`src/rtl/crc4_mf_search.sv`:
```
module crc4_mf_search #(
  parameter logic [5:0] MFA_PAT  = 6'b001011,
  parameter int         WIN_NORM = 104,
  parameter int         WIN_TEST = 64,
  parameter int         BLK_LEN  = 1000,
  parameter int         BLK_THR  = 915,
  parameter int         CNT_W    = 10
) (
  input  logic             clk,
  input  logic             rst_n,
  input  logic             frm_lock,
  input  logic             frame_stb,
  input  logic             fas_frame,
  input  logic             si_bit,
  input  logic             test_mode,
  input  logic             crc_done,
  input  logic             crc_err,
  input  logic             cnt_rd,
  output logic             mf_sync,
  output logic             mf_start,
  output logic             resync_req,
  output logic             crc_err_evt,
  output logic [CNT_W-1:0] err_count
);

  localparam int PAT_LEN = 6;
  localparam int GAP     = 8;
  localparam logic [3:0] LOCK_POS = 4'(2 * PAT_LEN - 1);
  localparam int WIN_MAX = (WIN_NORM > WIN_TEST) ? WIN_NORM : WIN_TEST;
  localparam int WW      = $clog2(WIN_MAX + 1);
  localparam int BW      = $clog2(BLK_LEN + 1);

  logic [PAT_LEN-1:0] sh;
  logic               cand;
  logic [2:0]         nf_cnt;
  logic [WW-1:0]      win_cnt;
  logic [3:0]         pos;
  logic [BW-1:0]      blk_cnt, blk_err;

  wire searching = frm_lock && !mf_sync;
  wire nfas_stb  = frame_stb && !fas_frame;
  wire [PAT_LEN-1:0] sh_nxt = {sh[PAT_LEN-2:0], si_bit};
  wire match     = nfas_stb && (sh_nxt == MFA_PAT);
  wire gap_end   = cand && (nf_cnt == 3'(GAP - 1));
  wire lock_now  = searching && match && gap_end;
  wire [WW-1:0] win_last = test_mode ? WW'(WIN_TEST - 1) : WW'(WIN_NORM - 1);
  wire timeout   = searching && frame_stb && !lock_now && (win_cnt == win_last);

  wire blk_on    = mf_sync && test_mode && frm_lock;
  wire blk_end   = blk_on && crc_done && (blk_cnt == BW'(BLK_LEN - 1));
  wire [BW-1:0] blk_err_n = blk_err + BW'(crc_err);
  wire crc_fail  = blk_end && (blk_err_n >= BW'(BLK_THR));
  wire sync_n    = frm_lock && (lock_now || (mf_sync && !crc_fail));

  always_ff @(posedge clk or negedge rst_n) begin
    if (!rst_n) begin
      mf_sync    <= 1'b0;
      mf_start   <= 1'b0;
      resync_req <= 1'b0;
      pos        <= '0;
    end else begin
      mf_sync    <= sync_n;
      resync_req <= timeout || crc_fail;
      mf_start   <= frame_stb && mf_sync && sync_n && (pos == 4'd15);
      if (lock_now)       pos <= LOCK_POS;
      else if (frame_stb) pos <= pos + 4'd1;
    end
  end

  always_ff @(posedge clk or negedge rst_n) begin
    if (!rst_n) begin
      sh      <= '1;
      cand    <= 1'b0;
      nf_cnt  <= '0;
      win_cnt <= '0;
    end else if (!searching || timeout) begin
      sh      <= '1;
      cand    <= 1'b0;
      nf_cnt  <= '0;
      win_cnt <= '0;
    end else begin
      if (frame_stb) win_cnt <= win_cnt + 1'b1;
      if (nfas_stb) begin
        sh <= sh_nxt;
        if (cand) begin
          nf_cnt <= nf_cnt + 3'd1;
          if (gap_end) cand <= 1'b0;
        end else if (match) begin
          cand   <= 1'b1;
          nf_cnt <= '0;
        end
      end
    end
  end

  always_ff @(posedge clk or negedge rst_n) begin
    if (!rst_n) begin
      blk_cnt <= '0;
      blk_err <= '0;
    end else if (!blk_on || blk_end) begin
      blk_cnt <= '0;
      blk_err <= '0;
    end else if (crc_done) begin
      blk_cnt <= blk_cnt + 1'b1;
      blk_err <= blk_err_n;
    end
  end

  wire err_hit = crc_done && crc_err;

  always_ff @(posedge clk or negedge rst_n) begin
    if (!rst_n) begin
      crc_err_evt <= 1'b0;
      err_count   <= '0;
    end else begin
      crc_err_evt <= err_hit;
      if (cnt_rd)
        err_count <= CNT_W'(err_hit);
      else if (err_hit && (err_count != {CNT_W{1'b1}}))
        err_count <= err_count + 1'b1;
    end
  end

endmodule

```
`config.mk`:
```
export PLATFORM = sky130hd
export DESIGN_NAME = crc4_mf_search
export DESIGN_NICKNAME = d
export VERILOG_FILES = /design/src/rtl/crc4_mf_search.sv
export SDC_FILE = /design/constraint.sdc
export NUM_CORES = 1
export LEC_CHECK = 0
export ABC_AREA = 1
export BUFFER_PORTS_ARGS = -buffer_cell sky130_fd_sc_hd__buf_4
export CORE_UTILIZATION = 36
export DETAILED_ROUTE_END_ITERATION = 10
export SYNTH_ARGS = -nofsm -noshare
export SYNTH_HDL_FRONTEND = slang
export SYNTH_SLANG_ARGS = --single-unit
```
`constraint.sdc`:
```
create_clock -name clk -period 1.9 [get_ports clk]
set_clock_uncertainty 0.05 [all_clocks]
set_input_delay 0.38 -clock clk [delete_from_list [all_inputs] [get_ports clk]]
set_output_delay 0.38 -clock clk [all_outputs]
set_load 0.03 [all_outputs]
```
==> results of run 1 <==
## cells in the mapped netlist, types with 3 or more instances
library cell  instances
a21oi_1              11
a21oi_2               4
buf_6                 3
dfrtp_1              49
dfstp_2               5
ha_1                  9
inv_1                42
nand2_1             107
nand3_1              29
nand4_1               9
nor2_1               39
nor3_1                6
o21ai_0              10
o22ai_1               5
o31ai_1               4
or2_2                 3
xnor2_1               4
xor2_1                9
## power groups by stage
stage	combinational, W	clock, W	sequential [W]
global route	0.000248	0.000740	0.00124
detailed placement	0.000217	0	0.00126
floorplan	0.000122	0	0.00126
CTS	0.000219	0.000706	0.00124
global placement	0.000215	0	0.00126
finish	0.000214	0.000674	0.00123
## worst max-delay path, delay by kind of cell, from the launching register on
| family | cells | cell delay (ns) |
|---|---|---|
| simple gates | 5 | 1.18 |
| flops | 1 | 0.42 |
## cell type report
cell class	count	area share, %
Clock buffer	5	2.07
Clock inverter	3	0.716
Inverter	44	5.05
Multi-Input combinational cell	259	39.8
Sequential cell	54	40.9
Tap cell	102	3.84
Timing Repair Buffer	34	7.68
## per-stage QoR
step	instance area, µm²	setup slack, ns
6_report	3320	0.142
3_3_place_gp	3220	0.0867
3_5_place_dp	3220	0.0572
2_1_floorplan	2880	0.0381
5_1_grt	3320	-0.00862
4_1_cts	3320	0.120
## flip-flops by register name, summed over array words and instances (netlist names)
| name | cells |
|---|---|
| blk_cnt | 10 |
| resync_req | 1 |
| cand | 1 |
| err_count | 10 |
| sh | 5 |
| win_cnt | 7 |
| mf_sync | 1 |
| nf_cnt | 3 |
| blk_err | 10 |
| mf_start | 1 |
| crc_err_evt | 1 |
| pos | 4 |
## routing by layer
layer	share of wire [%]	vias to the layer above
met2	48	33
met4	0.36	0
met3	2.3	2
met5	0	-
met1	49	1152
li1	-	1232
## cell families (layout without fill, tap and decap cells)
group,Yosys count,in the layout,share of synthesized area [%]
XOR/XNOR,13,13,3.95
multiplexers,1,1,0.347
adder cells (fa/ha/maj),9,9,3.91
buffers and inverters,49,86,7.25
flip-flops,54,54,47.1
AND/OR/NAND/NOR,200,200,29.8
AO/OA/AOI/OAI,36,36,7.64
## cells in the final DEF, fill, tap and decap left out, drive strengths merged
| cell | synthesis | layout |
|---|---|---|
| nand3b | 1 | 1 |
| ha | 9 | 9 |
| mux2i | 1 | 1 |
| o22ai | 5 | 5 |
| dfstp | 5 | 5 |
| xnor2 | 4 | 4 |
| o221a | 1 | 1 |
| a21oi | 15 | 15 |
| xor2 | 9 | 9 |
| or2 | 5 | 5 |
| nor3 | 6 | 6 |
| clkinvlp | 0 | 2 |
| nand4 | 9 | 9 |
| clkinv | 1 | 1 |
| clkbuf | 2 | 5 |
| dfrtp | 49 | 49 |
| buf | 3 | 34 |
| nor2 | 40 | 40 |
| inv | 43 | 44 |
| nor4 | 1 | 1 |
| o211ai | 1 | 1 |
| nand3 | 30 | 30 |
| o31ai | 4 | 4 |
| o21ai | 10 | 10 |
| nand2 | 108 | 108 |
## worst paths after layout
check                                       start                        to  cells past startpoint
setup / recovery                mf_sync$_DFF_PN0_    win_cnt[5]$_DFFE_PN0P_                      5
setup reg to reg                mf_sync$_DFF_PN0_    win_cnt[5]$_DFFE_PN0P_                      5
hold reg to reg            blk_cnt[3]$_DFFE_PN0P_    blk_cnt[3]$_DFFE_PN0P_                      1
min in group clk                           cnt_rd  err_count[3]$_DFFE_PN0P_                      2
max in group asynchronous                   rst_n  err_count[5]$_DFFE_PN0P_                      1
hold / removal                              rst_n        pos[2]$_DFFE_PN0P_                      1
==> impl_metrics.toml, run 1 <==
[clock_network]
cts_max_level = 2
tritoncts = "built"
clkTransAtPathRegs_ns = 0.10
cts_hold_buf = 0
post_cts_buffers = 0
cts.path.max_buffers = 2
insertion_delay_ns = 0.31
cts_buffers = 5
cts-root-buf = "clkbuf_8"
ctsResizeCount = 0
clock-sinks = 54

[synth]
synthCells = 362
yosysSeqAreaShare_pct = 47.1
synth_edf_count = 0
synth_top_cell_by_area = "dfrtp_1"
ys_top_cells_by_area = "dfrtp_1 (43%), nand2_1 (14%), inv_1 (5.5%), nor2_1 (5.1%), nand3_1 (5.0%)"
synth_top_cell_area_share_pct = 42.5
async_flop_share_pct = 100
syn_area_mm2 = 0.00288
synth-seq-cells = 54
ys.warnings.count = 0
synth-main-ff-cell = "dfrtp_1"
synth_nets = 381
postSynthAreaPerCell_um2 = 7.96
synth.distinct_cells = 30

[detailed_routing]
vias_per_cell = 4.83
ant_nets = 0
drt_wl_total_um = 5800
vias = 2419
drt_iter0_markers = 110
wl_per_cell_um = 11.6
drtPass1Iterations = 4
drc = 0

[timing]
holdWs_ns = 0.0584
post-route-period-util_pct = 92.6
fmax_mhz = 569
hold_viol_final = 0
rsz0062_at_grt = "true"
period_needed_ns = 1.76
setup_violations = 0
slew_viol_final = 0
setup_tns_ns = 0
slew_headroom_pct = 53.2
worst_pin_slew_ns = 0.702

[worst_setup_path]
slowest_stage = "dfrtp_1"
path_cells = "or2_2 > nor4_1 > nand3_4 > nand2_4 > nor2_1"
cp_max_fo = 10
required_ns = 2.06
path_class = "reg2reg"
worstSetupStartpointType = "register"
worstSetupEndpointType = "register"
cp_data_arrival_time_ns = 1.92
reg2reg_slack_ns = 0.14
max_stage_delay_ns = 0.42

[final_layout]
drive_gt1_share_pct = 15.5
fin_cells = 501
register_area_mm2 = 0.00136
finalNetCount = 417
fill_cells = 767
finalCoreUtilization_pct = 43.0
area_growth_pct = 15.2
n_antenna_cell = 0
multiInputGateArea_mm2 = 0.00132

[status]
outcome = "complete, no violations"

[floorplanning]
die_w_um = 91.5
die_height_um = 91.5
io_pins = 24
coreArea_mm2 = 0.00773
rows = 32
start_util_pct = 37.3
dieArea_mm2 = 0.00837

[power]
p_per_area_mw_per_mm2 = 639
leakage_nw = 1.62
p_sw_w = 0.000573
seqPwrFrac_pct = 58.1
total_power_w = 0.00212
p_int_w = 0.00155
p_clk_share_pct = 31.8
p_comb_share_pct = 10.1
switching_share_pct = 27.0
vdd_ir_drop_max_v = 0.000267

[min_path]
min_path_type = "in2async"

[global_route]
grt.busiest_layer = "met2"
grt_max_degree = 55
grt_overflow_total = 0
gr-usage-met3_pct = 2.35
use_met2_pct = 25.8
track_usage_pct = 15.0
grt_pass1_wl_um = 10300
grt_util_met1_pct = 19.5
grt_pass1_vias = 2357
antenna_found_initial = 0

[placement]
io_buffers = 23
place_inst = 493
dp_hpwl_um = 4110
place_congestion = 0.774

[job]
cap_violations = 0
Note: power is estimated with default switching activity, not from simulation.
==> run 2: changes to the inputs <==
--- a/config.mk
+++ b/config.mk
@@ -5,10 +5,11 @@
 export SDC_FILE = /design/constraint.sdc
 export NUM_CORES = 1
 export LEC_CHECK = 0
-export ABC_AREA = 1
+export ABC_AREA = 0
 export BUFFER_PORTS_ARGS = -buffer_cell sky130_fd_sc_hd__buf_4
 export CORE_UTILIZATION = 36
 export DETAILED_ROUTE_END_ITERATION = 10
+export REMOVE_ABC_BUFFERS = 1
 export SYNTH_ARGS = -nofsm -noshare
 export SYNTH_HDL_FRONTEND = slang
 export SYNTH_SLANG_ARGS = --single-unit
==> run 2 against run 1 <==
  * The flow now finishes with violations (setup timing)
  * Flip-flop and latch count unchanged
  * Setup slack worse by 0.26 ns
  * Clock power is 2% lower
  * Die area rose by 1.2%
  * Combinational power is 13% higher
  * Sequential share of layout area is 3.3 points lower
  * Global-route usage up 1.0 points
  * Design area is 8.8% higher
  * First-iteration DRC count fell by 14%
  * Register-to-register slack worse by 0.26 ns
  * Area after synthesis up 1.2%
==> impl_metrics.toml, run 2 <==
[status]
outcome = "complete, but fails checks"
violations = "setup timing"

[detailed_routing]
drc = 0
vias = 2418
drt_wl_total_um = 6280
drt_iter0_markers = 95
wl_per_cell_um = 13.6
drtPass1Iterations = 4
vias_per_cell = 5.22
ant_nets = 0

[timing]
fmax_mhz = 495
setup_ws_ns = -0.121
post-route-period-util_pct = 106
slew_viol_final = 0
setup_tns_ns = -0.286
slew_headroom_pct = 54.5
period_needed_ns = 2.02
setup_violations = 3
worst_pin_slew_ns = 0.682
hold_viol_final = 0
rsz0062_at_grt = "true"

[synth]
ys.warnings.count = 0
synth_edf_count = 0
synth_top_cell_by_area = "dfrtp_1"
yosysSeqAreaShare_pct = 46.5
async_flop_share_pct = 100
synthTopCellsByCount = "dfrtp_1 (49), nand2_1 (39), nor2_1 (39)"
synth_top_family_by_area = "simple AND/OR/NAND/NOR gates"
synth_top_cell_area_share_pct = 42.0
synth-simple-area-share_pct = 26.2
ys_top_cells_by_area = "dfrtp_1 (42%), nand2_1 (5.0%), nor2_1 (5.0%), dfstp_2 (4.5%), xnor2_1 (3.9%)"
synth-seq-cells = 54
synth.distinct_cells = 53
synth_xor_area_share_pct = 7.80
synth-main-ff-cell = "dfrtp_1"
syn_area_mm2 = 0.00292
synthCells = 306
postSynthAreaPerCell_um2 = 9.54
yosysMostFrequentCell = "dfrtp_1"
synthAdderAreaFrac_pct = 3.86
synth_compound_area_share_pct = 10.9
synthMuxAreaShare_pct = 2.06

[worst_setup_path]
worstSetupEndpointType = "register"
cp_data_arrival_time_ns = 2.18
path_class = "reg2reg"
cp_max_fo = 6
worstSetupStartpointType = "register"
slowest_stage = "or4_4"
max_stage_delay_ns = 0.43
path_cells = "ha_2 > ha_4 > or2b_1 > or4_4 > o311ai_4 > a2111oi_2 > a31o_1"
required_ns = 2.06

[clock_network]
clkTransAtPathRegs_ns = 0.11
cts-root-buf = "clkbuf_8"
insertion_delay_ns = 0.32
cts_max_level = 2
clock-sinks = 54
tritoncts = "built"
cts_buffers = 5
cts.path.max_buffers = 2

[power]
p_per_area_mw_per_mm2 = 602
seqPwrFrac_pct = 58.4
p_clk_share_pct = 30.5
switching_share_pct = 27.2
p_comb_share_pct = 11.1
p_sw_w = 0.000592
p_int_w = 0.00158
vdd_ir_drop_max_v = 0.000319
leakage_nw = 1.51

[placement]
dpl_cell_area_mm2 = 0.00340
io_buffers = 23
place_inst = 452
place_congestion = 0.786
dp_hpwl_um = 4550

[global_route]
grt_pass1_vias = 2365
grt_overflow_total = 0
grt_max_degree = 55
track_usage_pct = 16.1
grt_pass1_wl_um = 10900
antenna_found_initial = 0

[final_layout]
layout_common_cells = "buf_4 (56), dfrtp_1 (49), nand2_1 (38), nor2_1 (37), nand3_1 (15)"
final_common_cell = "buf_4"
fill_cells = 781
register_area_mm2 = 0.00136
drive_gt1_share_pct = 24.9
n_antenna_cell = 0
fin_cells = 463
fin_area_mm2 = 0.00361
area_growth_pct = 23.9
multiInputGateArea_mm2 = 0.00159
reg_top3 = "blk_cnt (10), blk_err (10), err_count (10)"
finalNetCount = 379

[floorplanning]
die_height_um = 92.0
start_util_pct = 37.6
dieArea_mm2 = 0.00847
rows = 32
coreArea_mm2 = 0.00777
io_pins = 24
die_w_um = 92.0

[min_path]
min_path_type = "in2async"

[job]
cap_violations = 0
[run 2: cell count changes after synthesis, sizes merged, moves of 6 or more]
cell / change
a211oi: +7
xnor2: +9
nand2: -69
inv: -34
a21oi: -9
nand3: -14
nor4: +6
[run 2: cell families (layout without fill, tap and decap cells)]
group | count (synthesis) | after routing
compound gates | 44 | 44
mux | 6 | 6
simple gates | 149 | 149
flops | 54 | 54
buf+inv | 18 | 73
xor+xnor | 26 | 26
fa+ha+maj | 9 | 9
[run 2: power groups by stage]
stage	combinational, W	clock, W	sequential, W
floorplan	0.000130	0	0.00129
global placement	0.000238	0	0.00129
detailed placement	0.000245	0	0.00129
CTS	0.000248	0.000693	0.00127
global route	0.000282	0.000723	0.00128
finish	0.000242	0.000663	0.00127
[run 2: final cells by class]
cell class              count  area share [%]
multi-input cells         234            43.9
flip-flops and latches     54            37.6
repair buffers             56            11.6
well taps                 102            3.53
clock buffers               5            1.90
inverters                   9           0.935
clock inverters             3           0.588
[run 2: per-layer routing]
metal | up-vias | track usage (%) | part of all wire [%]
li1 | 1201 | - | -
met1 | 1183 | 21.7 | 48
met2 | 28 | 26.4 | 48
met3 | 6 | 2.74 | 2.9
met4 | 0 | 5.08 | 1.3
met5 | - | 0 | 0
[run 2: what timing repair did]
| item | 4_1_cts | 5_1_grt |
|---|---|---|
| pin swaps | 1 | 2 |
| setup endpoints to repair | 11 | 19 |
| hold buffers | 0 | 0 |
| resized for setup | 11 | 8 |
| setup buffers | 0 | 3 |
[run 2: critical path: cells and delay by family, from the launching register on]
family,cells,cell delay [ns]
compound gates,3,0.44
fa+ha+maj,2,0.37
simple gates,2,0.65
flops,1,0.40
[run 2: path summary, 6_finish.rpt]
path,start,endpoint,slack (ns),cells past startpoint
worst min register to register,sh[4]$_DFFE_PN1P_,sh[4]$_DFFE_PN1P_,0.44,2
worst max-delay path,blk_err[0]$_DFFE_PN0P_,resync_req$_DFF_PN0_,-0.12,7
worst min-delay path,rst_n,blk_cnt[8]$_DFFE_PN0P_,0.04,1
max in group asynchronous,rst_n,nf_cnt[0]$_DFFE_PN0P_,1.30,1
worst max register to register,blk_err[0]$_DFFE_PN0P_,resync_req$_DFF_PN0_,-0.12,7
min in group clk,cnt_rd,err_count[7]$_DFFE_PN0P_,0.24,2
[run 2: metrics by stage]
stage	hold slack, ns	total power (W)	setup slack, ns	util, %
final	0.0408	0.00217	-0.121	46.5
after floorplan	0.0344	0.00142	-0.153	-
after global routing	0.103	0.00229	-0.192	46.5
after CTS	0.0715	0.00221	-0.113	45.7
after global placement	0.424	0.00152	-0.292	43.8
after detailed placement	0.428	0.00154	-0.346	43.8
